$ cat src/rtl/ssp_ctrl_pkg.sv
package ssp_ctrl_pkg;
  localparam int CTRL_W = 24;
  localparam int NTX    = 3;
  localparam int NFLAG  = 2;
  localparam int NPIN   = 3;

  typedef struct packed {
    logic             rx_exc_ie;   // 23
    logic             tx_exc_ie;   // 22
    logic             rx_last_ie;  // 21
    logic             tx_last_ie;  // 20
    logic             rx_ie;       // 19
    logic             tx_ie;       // 18
    logic             rx_en;       // 17
    logic             tx_en0;      // 16
    logic             tx_en1;      // 15
    logic             tx_en2;      // 14
    logic             net_mode;    // 13
    logic             sync_mode;   // 12
    logic             clk_pol;     // 11
    logic             fs_pol;      // 10
    logic             fs_early;    // 9
    logic [1:0]       fs_len;      // 8:7
    logic             lsb_first;   // 6
    logic             sclk_dir;    // 5
    logic [NPIN-1:0]  pin_dir;     // 4:2
    logic [NFLAG-1:0] oflag;       // 1:0
  } ctrl_t;
endpackage

$ cat src/rtl/ssp_ctrl_reg.sv
module ssp_ctrl_reg
  import ssp_ctrl_pkg::*;
(
  input  logic              clk_i,
  input  logic              rst_ni,
  input  logic              soft_rst_i,
  input  logic              we_i,
  input  logic [CTRL_W-1:0] wdata_i,
  output ctrl_t             ctrl_o
);
  ctrl_t ctrl_q;

  always_ff @(posedge clk_i or negedge rst_ni) begin
    if (!rst_ni)         ctrl_q <= '0;
    else if (soft_rst_i) ctrl_q <= '0;
    else if (we_i)       ctrl_q <= ctrl_t'(wdata_i);
  end

  assign ctrl_o = ctrl_q;


  soft_clear_chk: assert property (@(posedge clk_i) disable iff (!rst_ni)
    soft_rst_i |=> (ctrl_o == '0));

  write_back_chk: assert property (@(posedge clk_i) disable iff (!rst_ni)
    (we_i && !soft_rst_i) |=> (CTRL_W'(ctrl_o) == $past(wdata_i)));
endmodule

$ cat src/rtl/ssp_tx_slot.sv
module ssp_tx_slot #(
  parameter int DATA_W = 24
) (
  input  logic              clk_i,
  input  logic              rst_ni,
  input  logic              soft_rst_i,
  input  logic              wr_i,
  input  logic [DATA_W-1:0] wdata_i,
  input  logic              en_i,
  input  logic              xfer_i,
  output logic              empty_o,
  output logic [DATA_W-1:0] shift_o,
  output logic              starve_o
);
  logic [DATA_W-1:0] data_q, shift_q;
  logic              empty_q;
  logic              load;

  assign load = xfer_i && en_i;

  always_ff @(posedge clk_i or negedge rst_ni) begin
    if (!rst_ni) begin
      data_q  <= '0;
      shift_q <= '0;
      empty_q <= 1'b1;
    end else if (soft_rst_i) begin
      data_q  <= '0;
      shift_q <= '0;
      empty_q <= 1'b1;
    end else begin
      if (load) shift_q <= data_q;
      // a write in the transfer cycle holds new data for the next frame
      if (wr_i) begin
        data_q  <= wdata_i;
        empty_q <= 1'b0;
      end else if (load) begin
        empty_q <= 1'b1;
      end
    end
  end

  assign empty_o  = empty_q;
  assign shift_o  = shift_q;
  assign starve_o = load && empty_q;


  wr_clears_chk: assert property (@(posedge clk_i) disable iff (!rst_ni)
    (wr_i && !soft_rst_i) |=> !empty_o);

  xfer_sets_chk: assert property (@(posedge clk_i) disable iff (!rst_ni)
    (xfer_i && en_i && !wr_i && !soft_rst_i) |=> empty_o);

  xfer_load_chk: assert property (@(posedge clk_i) disable iff (!rst_ni)
    (xfer_i && en_i && !soft_rst_i) |=> (shift_o == $past(data_q)));

  idle_hold_chk: assert property (@(posedge clk_i) disable iff (!rst_ni)
    (!(xfer_i && en_i) && !soft_rst_i) |=> $stable(shift_o));
endmodule

$ cat src/rtl/ssp_flag_buf.sv
module ssp_flag_buf #(
  parameter int NF = 2
) (
  input  logic          clk_i,
  input  logic          rst_ni,
  input  logic          soft_rst_i,
  input  logic          xfer_i,
  input  logic [NF-1:0] pend_i,
  output logic [NF-1:0] flag_o
);
  logic [NF-1:0] flag_q;

  // enables deliberately not consulted: flags follow frame timing only
  always_ff @(posedge clk_i or negedge rst_ni) begin
    if (!rst_ni)         flag_q <= '0;
    else if (soft_rst_i) flag_q <= '0;
    else if (xfer_i)     flag_q <= pend_i;
  end

  assign flag_o = flag_q;


  flag_hold_chk: assert property (@(posedge clk_i) disable iff (!rst_ni)
    (!xfer_i && !soft_rst_i) |=> $stable(flag_o));

  flag_move_chk: assert property (@(posedge clk_i) disable iff (!rst_ni)
    (xfer_i && !soft_rst_i) |=> (flag_o == $past(pend_i)));
endmodule

$ cat src/rtl/ssp_irq.sv
module ssp_irq #(
  parameter int NT = 3
) (
  input  logic          clk_i,
  input  logic          rst_ni,
  input  logic          soft_rst_i,
  input  logic [NT-1:0] starve_i,
  input  logic          empty0_i,
  input  logic          tx_ie_i,
  input  logic          rx_ie_i,
  input  logic          tx_last_ie_i,
  input  logic          rx_last_ie_i,
  input  logic          tx_exc_ie_i,
  input  logic          rx_exc_ie_i,
  input  logic          rx_full_i,
  input  logic          rx_ovr_i,
  input  logic          slot_end_i,
  output logic          underrun_o,
  output logic          tx_irq_o,
  output logic          rx_irq_o,
  output logic          tx_last_irq_o,
  output logic          rx_last_irq_o,
  output logic          tx_exc_irq_o,
  output logic          rx_exc_irq_o
);
  logic underrun_q;

  always_ff @(posedge clk_i or negedge rst_ni) begin
    if (!rst_ni)         underrun_q <= 1'b0;
    else if (soft_rst_i) underrun_q <= 1'b0;
    else if (|starve_i)  underrun_q <= 1'b1;
  end

  assign underrun_o    = underrun_q;
  assign tx_irq_o      = tx_ie_i      && empty0_i;
  assign rx_irq_o      = rx_ie_i      && rx_full_i;
  assign tx_last_irq_o = tx_last_ie_i && slot_end_i;
  assign rx_last_irq_o = rx_last_ie_i && slot_end_i;
  assign tx_exc_irq_o  = tx_exc_ie_i  && underrun_q;
  assign rx_exc_irq_o  = rx_exc_ie_i  && rx_ovr_i;


  underrun_sticky_chk: assert property (@(posedge clk_i) disable iff (!rst_ni)
    (underrun_o && !soft_rst_i) |=> underrun_o);

  underrun_set_chk: assert property (@(posedge clk_i) disable iff (!rst_ni)
    ((|starve_i) && !soft_rst_i) |=> underrun_o);
endmodule

$ cat src/rtl/ssp_ctrl.sv
module ssp_ctrl
  import ssp_ctrl_pkg::*;
#(
  parameter int DATA_W = 24
) (
  input  logic                  clk_i,
  input  logic                  rst_ni,
  input  logic                  soft_rst_i,
  input  logic                  ctrl_we_i,
  input  logic [23:0]           ctrl_wdata_i,
  output logic [23:0]           ctrl_rdata_o,
  input  logic [2:0]            tx_we_i,
  input  logic [DATA_W-1:0]     tx_wdata_i,
  input  logic                  fs_xfer_i,
  input  logic                  rx_full_i,
  input  logic                  rx_ovr_i,
  input  logic                  slot_end_i,
  output logic [3*DATA_W-1:0]   shift_data_o,
  output logic [2:0]            tx_empty_o,
  output logic                  tx_underrun_o,
  output logic [1:0]            oflag_o,
  output logic [2:0]            tx_en_o,
  output logic                  rx_en_o,
  output logic [3:0]            pin_oe_o,
  output logic                  lsb_first_o,
  output logic [1:0]            fs_len_o,
  output logic                  fs_early_o,
  output logic                  fs_pol_o,
  output logic                  clk_pol_o,
  output logic                  sync_mode_o,
  output logic                  net_mode_o,
  output logic                  tx_irq_o,
  output logic                  rx_irq_o,
  output logic                  tx_last_irq_o,
  output logic                  rx_last_irq_o,
  output logic                  tx_exc_irq_o,
  output logic                  rx_exc_irq_o
);
  ctrl_t          ctrl;
  logic [NTX-1:0] tx_en;
  logic [NTX-1:0] starve;

  ssp_ctrl_reg i_reg (
    .clk_i      (clk_i),
    .rst_ni     (rst_ni),
    .soft_rst_i (soft_rst_i),
    .we_i       (ctrl_we_i),
    .wdata_i    (ctrl_wdata_i),
    .ctrl_o     (ctrl)
  );

  assign tx_en = {ctrl.tx_en2, ctrl.tx_en1, ctrl.tx_en0};

  for (genvar g = 0; g < NTX; g++) begin : g_slot
    ssp_tx_slot #(.DATA_W(DATA_W)) i_slot (
      .clk_i      (clk_i),
      .rst_ni     (rst_ni),
      .soft_rst_i (soft_rst_i),
      .wr_i       (tx_we_i[g]),
      .wdata_i    (tx_wdata_i),
      .en_i       (tx_en[g]),
      .xfer_i     (fs_xfer_i),
      .empty_o    (tx_empty_o[g]),
      .shift_o    (shift_data_o[g*DATA_W +: DATA_W]),
      .starve_o   (starve[g])
    );
  end

  ssp_flag_buf #(.NF(NFLAG)) i_flags (
    .clk_i      (clk_i),
    .rst_ni     (rst_ni),
    .soft_rst_i (soft_rst_i),
    .xfer_i     (fs_xfer_i),
    .pend_i     (ctrl.oflag),
    .flag_o     (oflag_o)
  );

  ssp_irq #(.NT(NTX)) i_irq (
    .clk_i         (clk_i),
    .rst_ni        (rst_ni),
    .soft_rst_i    (soft_rst_i),
    .starve_i      (starve),
    .empty0_i      (tx_empty_o[0]),
    .tx_ie_i       (ctrl.tx_ie),
    .rx_ie_i       (ctrl.rx_ie),
    .tx_last_ie_i  (ctrl.tx_last_ie),
    .rx_last_ie_i  (ctrl.rx_last_ie),
    .tx_exc_ie_i   (ctrl.tx_exc_ie),
    .rx_exc_ie_i   (ctrl.rx_exc_ie),
    .rx_full_i     (rx_full_i),
    .rx_ovr_i      (rx_ovr_i),
    .slot_end_i    (slot_end_i),
    .underrun_o    (tx_underrun_o),
    .tx_irq_o      (tx_irq_o),
    .rx_irq_o      (rx_irq_o),
    .tx_last_irq_o (tx_last_irq_o),
    .rx_last_irq_o (rx_last_irq_o),
    .tx_exc_irq_o  (tx_exc_irq_o),
    .rx_exc_irq_o  (rx_exc_irq_o)
  );

  assign ctrl_rdata_o = CTRL_W'(ctrl);
  assign tx_en_o      = tx_en;
  assign rx_en_o      = ctrl.rx_en;
  assign pin_oe_o     = {ctrl.sclk_dir, ctrl.pin_dir};
  assign lsb_first_o  = ctrl.lsb_first;
  assign fs_len_o     = ctrl.fs_len;
  assign fs_early_o   = ctrl.fs_early;
  assign fs_pol_o     = ctrl.fs_pol;
  assign clk_pol_o    = ctrl.clk_pol;
  assign sync_mode_o  = ctrl.sync_mode;
  assign net_mode_o   = ctrl.net_mode;


  rst_empty_chk: assert property (@(posedge clk_i) disable iff (!rst_ni)
    soft_rst_i |=> (tx_empty_o == '1 && oflag_o == '0 && !tx_underrun_o));
endmodule

$ cat config.mk
export PLATFORM = sky130hd
export DESIGN_NAME = ssp_ctrl
export DESIGN_NICKNAME = d
export VERILOG_FILES = /design/src/rtl/ssp_ctrl_pkg.sv /design/src/rtl/ssp_ctrl_reg.sv /design/src/rtl/ssp_tx_slot.sv /design/src/rtl/ssp_flag_buf.sv /design/src/rtl/ssp_irq.sv /design/src/rtl/ssp_ctrl.sv
export SDC_FILE = /design/constraint.sdc
export NUM_CORES = 1
export LEC_CHECK = 0
export BUFFER_PORTS_ARGS = -buffer_cell sky130_fd_sc_hd__clkbuf_2
export CORE_ASPECT_RATIO = 2
export CORE_MARGIN = 1.5
export CORE_UTILIZATION = 49
export DETAILED_ROUTE_END_ITERATION = 12
export MAX_ROUTING_LAYER = met4
export PLACE_DENSITY = 0.88
export SLEW_MARGIN = 0
export SYNTH_ARGS = -nofsm -noshare
export SYNTH_HDL_FRONTEND = slang
export SYNTH_HIERARCHICAL = 1
export SYNTH_SLANG_ARGS = --single-unit
export TNS_END_PERCENT = 5
$ cat constraint.sdc
create_clock -name clk_i -period 1.1 [get_ports clk_i]
set_input_delay 0.22 -clock clk_i [delete_from_list [all_inputs] [get_ports clk_i]]
set_output_delay 0.22 -clock clk_i [all_outputs]
set_load 0.1 [all_outputs]
==> metrics, run 1 <==
outcome finished, violations left; failing checks negative setup slack; setup_tns -34.22 ns; final WL 24500 um; CTS tree yes; fin area 0.0121 sq mm; chip height 186 um; final hold viol count 0; final cell count without fillers 1082; Area after DPL 0.0112 sq mm; final setup fails a little under 200; IO Pins 183; pre-CTS WS -0.0837 ns; post-synthesis cell area 0.00820 sq mm; vias in the first global route about 6700; peak supply drop between 0.001 and 0.0015 V; DRC Markers 0; Initial Util ~50%; CP endpoint kind primary output; Synth Instances 684; worst-path cell chain and2_4 -> buf_12; most common cell after layout, fill and taps aside buf_12; crit path max fanout 3; Final WS setup -0.492 ns; Yosys cell types 17; max-slew violation count 0; RSZ-0062 raised after global routing yes; WL per Instance between 20 and 25 um; clock root buffer master clkbuf_16; Worst Hold Depth 3; Tmin final 1.59 ns; R2R Setup Slk -0.31 ns; syn_area_per_cell 12.0 sq um; PD cells 1350 mW/mm^2; commonest non-fill, non-tap cells in the layout 145 x buf_12, 139 x dfrtp_1, 99 x nor2_1, 98 x mux2i_1; worst-skew pair later-pin latency 0.44 ns; row count 66; Syn Nets 743; Crit Path Category register to primary output; vias per inst 5.82; critical path required time 0.88 ns; Core Region ~0.016 sq mm; P&R area growth vs syn 47.6%; Slew headroom 74.2%; CTS max path bufs 2; Hold Path Class input port to register; synthesis-stage register bit count 174; Worst-path clk slew 0.08 ns; Placed Cells 1032; max-cap violation count 0; Antenna Nets Post-Route 0; Final nets approximately 920; Crit. path cell count 2; HPWL after detailed placement 16100 um; RePlAce Congestion 0.832; Final period util 145%; Initial DRT Pass Iterations 6; total power 16300 uW; reg2reg path depth 5; share of post-route cells with drive strength above 1 44.8%; antenna cell count 0; Synthesis Warnings 6; post-synthesis sequential area ratio 53.1%; P_leak between 0.005 and 0.006 uW; GR Overflow Total 0; CTS buffer count 17; die area 0.0176 sq mm; gr usage total 30.2%; input/output buffers 182; Die Wd between 90 and 100 um; Top delay family on crit path flip-flops; FMAX 0.628 GHz; first-pass GRT wire length 37900 um; Crit-path slowest cell dfstp_4; initial antenna violation count 0; pin count of the biggest net entering global routing 46; CTS sink count 174; worst slew pin tran 0.388 ns; H-tree levels 4; WP buf/inv 1; Worst EP arrival 1.37 ns; CP max stage delay 0.62 ns; Critical Path Start Type register; Worst Clk Skew 0.00992 ns; detailed-route via count 6295; initial DRC count 384
layout make-up:
class	count	area, sq um
multi-input combinational	429	3230
tap	204	255
fill	929	4250
clock buffer	17	425
timing repair buffer	243	3620
sequential	174	4420
clock inverter	15	161
cells by family (layout without fill, tap and decap cells):
group           Yosys count  count (layout)  share of synthesized area (%)
compound gates          150             150                           16.9
buf+inv                  81             275                           8.27
flops                   174             174                           53.1
mux                      98              98                           12.0
simple gates            181             181                           9.69
per-layer routing:
metal  vias to the layer above  GRT usage (%)  part of all wire (%)
met2                       313           52.9                    56
met4                         0           16.6                   5.6
met1                      3190           32.2                    33
met5                         -              -                     0
li1                       2700              -                     -
met3                        92           4.29                   4.8
power by group:
| group | switching, uW | internal (uW) |
|---|---|---|
| clock | 2910 | 3250 |
| sequential | 254 | 6660 |
| combinational | 2030 | 1200 |
| total | 5190 | 11100 |
sequential cells by signal, indices dropped and copies added (netlist names):
signal / cells
g_slot.i_slot/data_q: 72
g_slot.i_slot/shift_o: 72
i_reg/ctrl_o: 24
g_slot.i_slot/empty_o: 3
i_flags/flag_o: 2
i_irq/underrun_o: 1
synthesized netlist by cell type:
cell type,number,share of area (%)
dfrtp_1,171,52
nor2_1,99,4.5
mux2i_1,98,12
a21bo_1,72,8.8
a21oi_2,72,7.7
nand3_1,72,4.4
buf_6,31,4.3
buf_4,22,2.0
buf_2,21,1.3
and2_1,6,0.46
clkbuf_1,5,0.23
a21oi_1,3,0.18
and3_1,3,0.23
dfstp_2,3,0.96
o21bai_1,3,0.27
buf_12,2,0.49
nor4_1,1,0.076
path summary, 6_finish.rpt:
path / endpoint / startpoint
worst max-delay path: tx_irq_o / g_slot[0].i_slot/empty_o
worst min-delay path: i_reg/ctrl_o[12] / ctrl_wdata_i[12]
worst max register to register: g_slot[1].i_slot/shift_o[10] / i_reg/ctrl_o[15]
worst min register to register: g_slot[1].i_slot/data_q[12] / g_slot[1].i_slot/data_q[12]
max in group asynchronous: g_slot[1].i_slot/empty_o / rst_ni
min in group asynchronous: g_slot[0].i_slot/shift_o[9] / rst_ni
worst register-to-register path, cell delays in order, from the launching register on:
cell and delay, ns:
dfrtp_4 0.51, buf_4 0.15, buf_6 0.11, bufbuf_16 0.26, a21bo_1 0.19, a21oi_2 0.13
stage by stage:
stage,hold WS [ns],util (%)
floorplan,-0.0756,-
global placement,0.146,68.3
detailed placement,0.152,68.3
CTS,0.0174,73.4
global route,0.0340,74.0
finish,0.0224,74.0
timing repair:
action	4_1_cts	5_1_grt
hold buffers	1	0
endpoints found under the hold margin	24	0
resized for setup	30	13
cloned	2	0
pin swaps	17	22
endpoints found under the setup margin	179	199
buffers inserted	9	6
Power figures use the tool's default switching activity.
==> run 2, diff against run 1 <==
Settings changed: CORE_UTILIZATION 49 to 55, PLACE_DENSITY 0.88 to 0.93.
Clock period 1.1 ns to 1.48 ns, I/O delays scaled along.
==> metrics, run 2 (synthesized netlist as in run 1, its figures left out) <==
final WL 22100 um; Placed Cells roughly 1000; final hold viol count 0; pin count of the biggest net entering global routing 51; row count 63; Psw 3730 uW; initial antenna violation count 0; R2R Setup Slk 0.13 ns; P_leak 0.00503 uW; Worst-path clk slew about 0.080 ns; antenna cell count 0; pre-CTS WS 0.158 ns; detailed-route via count 6050; Hold EP i_reg/ctrl_o[3]; outcome finished, violations left; GR Overflow Total 0; share of post-route cells with drive strength above 1 39.5%; Die Wd 89.3 um; reg-to-reg endpoint i_irq/underrun_o; RePlAce Congestion 0.858; Hold Path Class input port to register; die area 0.0157 sq mm; worst-path cell chain and2_4 -> buf_12; chip height approximately 180 um; WL per Instance 21.2 um; Crit-path slowest cell dfstp_2; Critical Path Start Type register; IO Pins 183; Clock power frac approximately two fifths; final cell count without fillers 1043; Initial Util between 50% and 60%; DRC Markers 0; vias per inst 5.80; clock root buffer master clkbuf_16; input/output buffers 182; Initial DRT Pass Iterations 6; Worst EP arrival ~1.3 ns; commonest non-fill, non-tap cells in the layout 160 x dfrtp_1, 109 x buf_4, 99 x nor2_1, 98 x mux2i_1; Critical R2R Launch i_reg/ctrl_o[15]; RSZ-0062 raised after global routing yes; failing checks negative setup slack; CTS tree yes; CTS buffer count 17; Worst Hold Depth 3; Antenna Nets Post-Route 0; Core Region about 0.015 sq mm; peak supply drop slightly below 0.0009 V; max-slew violation count 0; Crit Path Category register to primary output; P&R area growth vs syn 27.1%; internal power roughly 8000 uW; final setup fails 7; reg2reg path depth 3; critical hold path startpoint ctrl_wdata_i[3]; post-layout util 71.1%; Final period util 107%; critical path required time 1.18 ns; Net Sw Frac 31.9%; initial DRC count 455; Tmin final 1.58 ns; crit path max fanout 3; share of power burned in registers ~44%; gr usage total 30.2%; Logic pwr share around 17%; first-pass GRT wire length 34800 um; Worst Clk Skew 0.0102 ns; max-cap violation count 0; H-tree levels 4; worst slew pin tran 0.460 ns; most common cell after layout, fill and taps aside dfrtp_1; PD cells 1120 mW/mm^2; CP max stage delay 0.54 ns; Final WS setup -0.100 ns; Final nets 894; CP endpoint kind primary output; Slew headroom 69.3%; worst-skew pair later-pin latency ~0.43 ns; CTS sink count 174; CTS max path bufs 2; FMAX 0.633 GHz; HPWL after detailed placement 14300 um; vias in the first global route between 6000 and 7000
## run 2: area by class of cell
cell class                 count  area [sq um]
clock buffer                  18           429
multi-input combinational    429          3180
timing repair buffer         213          2030
clock inverter                14           168
tap                          195           244
sequential                   174          4370
fill                         913          4240
## run 2: per-stage QoR
step / power [uW] / hold WS, ns / TNS (ns) / cell area (sq um)
after floorplan: 6570 / 0.000409 / -2.15 / 8230
after global placement: 7110 / 0.257 / 0 / 9790
after detailed placement: 7170 / 0.259 / 0 / 9790
after CTS: 11700 / 0.0966 / -0.299 / 10400
after global routing: 12000 / 0.114 / -0.473 / 10400
final: 11700 / 0.106 / -0.216 / 10400
## run 2: timing repair
action | in CTS | in global routing
endpoints found under the hold margin | 32 | 0
hold buffers | 1 | 0
pin swaps | 3 | 1
buffers inserted | 2 | 0
setup endpoints to repair | 10 | 14
resized for setup | 2 | 2
## run 2: power groups by stage
stage	registers [uW]	clock network (uW)	logic [uW]
2_1_floorplan	5640	0	922
3_3_place_gp	5170	0	1940
3_5_place_dp	5180	0	2000
4_1_cts	5100	4590	2030
5_1_grt	5110	4800	2120
6_report	5100	4540	2030
## run 2: worst max-delay path: cells and delay by family, from the launching register on
kind          cells  cell delay (ns)
buf+inv           1             0.16
simple gates      1             0.15
flops             1             0.54
## run 2: worst max path at each step
stage | start | to | slack, ns
2_1_floorplan | i_reg/ctrl_o[9] | fs_early_o | -0.16
3_3_place_gp | fs_xfer_i | g_slot[2].i_slot/shift_o[18] | 0.24
3_5_place_dp | fs_xfer_i | g_slot[1].i_slot/shift_o[21] | 0.16
4_1_cts | g_slot[0].i_slot/empty_o | tx_irq_o | -0.12
5_1_grt | g_slot[0].i_slot/empty_o | tx_irq_o | -0.13
6_report | g_slot[0].i_slot/empty_o | tx_irq_o | -0.10
## run 2: routing by layer
layer  vias to the layer above  track usage [%]  wire (um)
met5                         -                -          0
met4                         0             12.4        849
met3                        66             6.95       1420
met2                       298             47.7      11200
met1                      3044             36.9       8610
li1                       2642                -          -
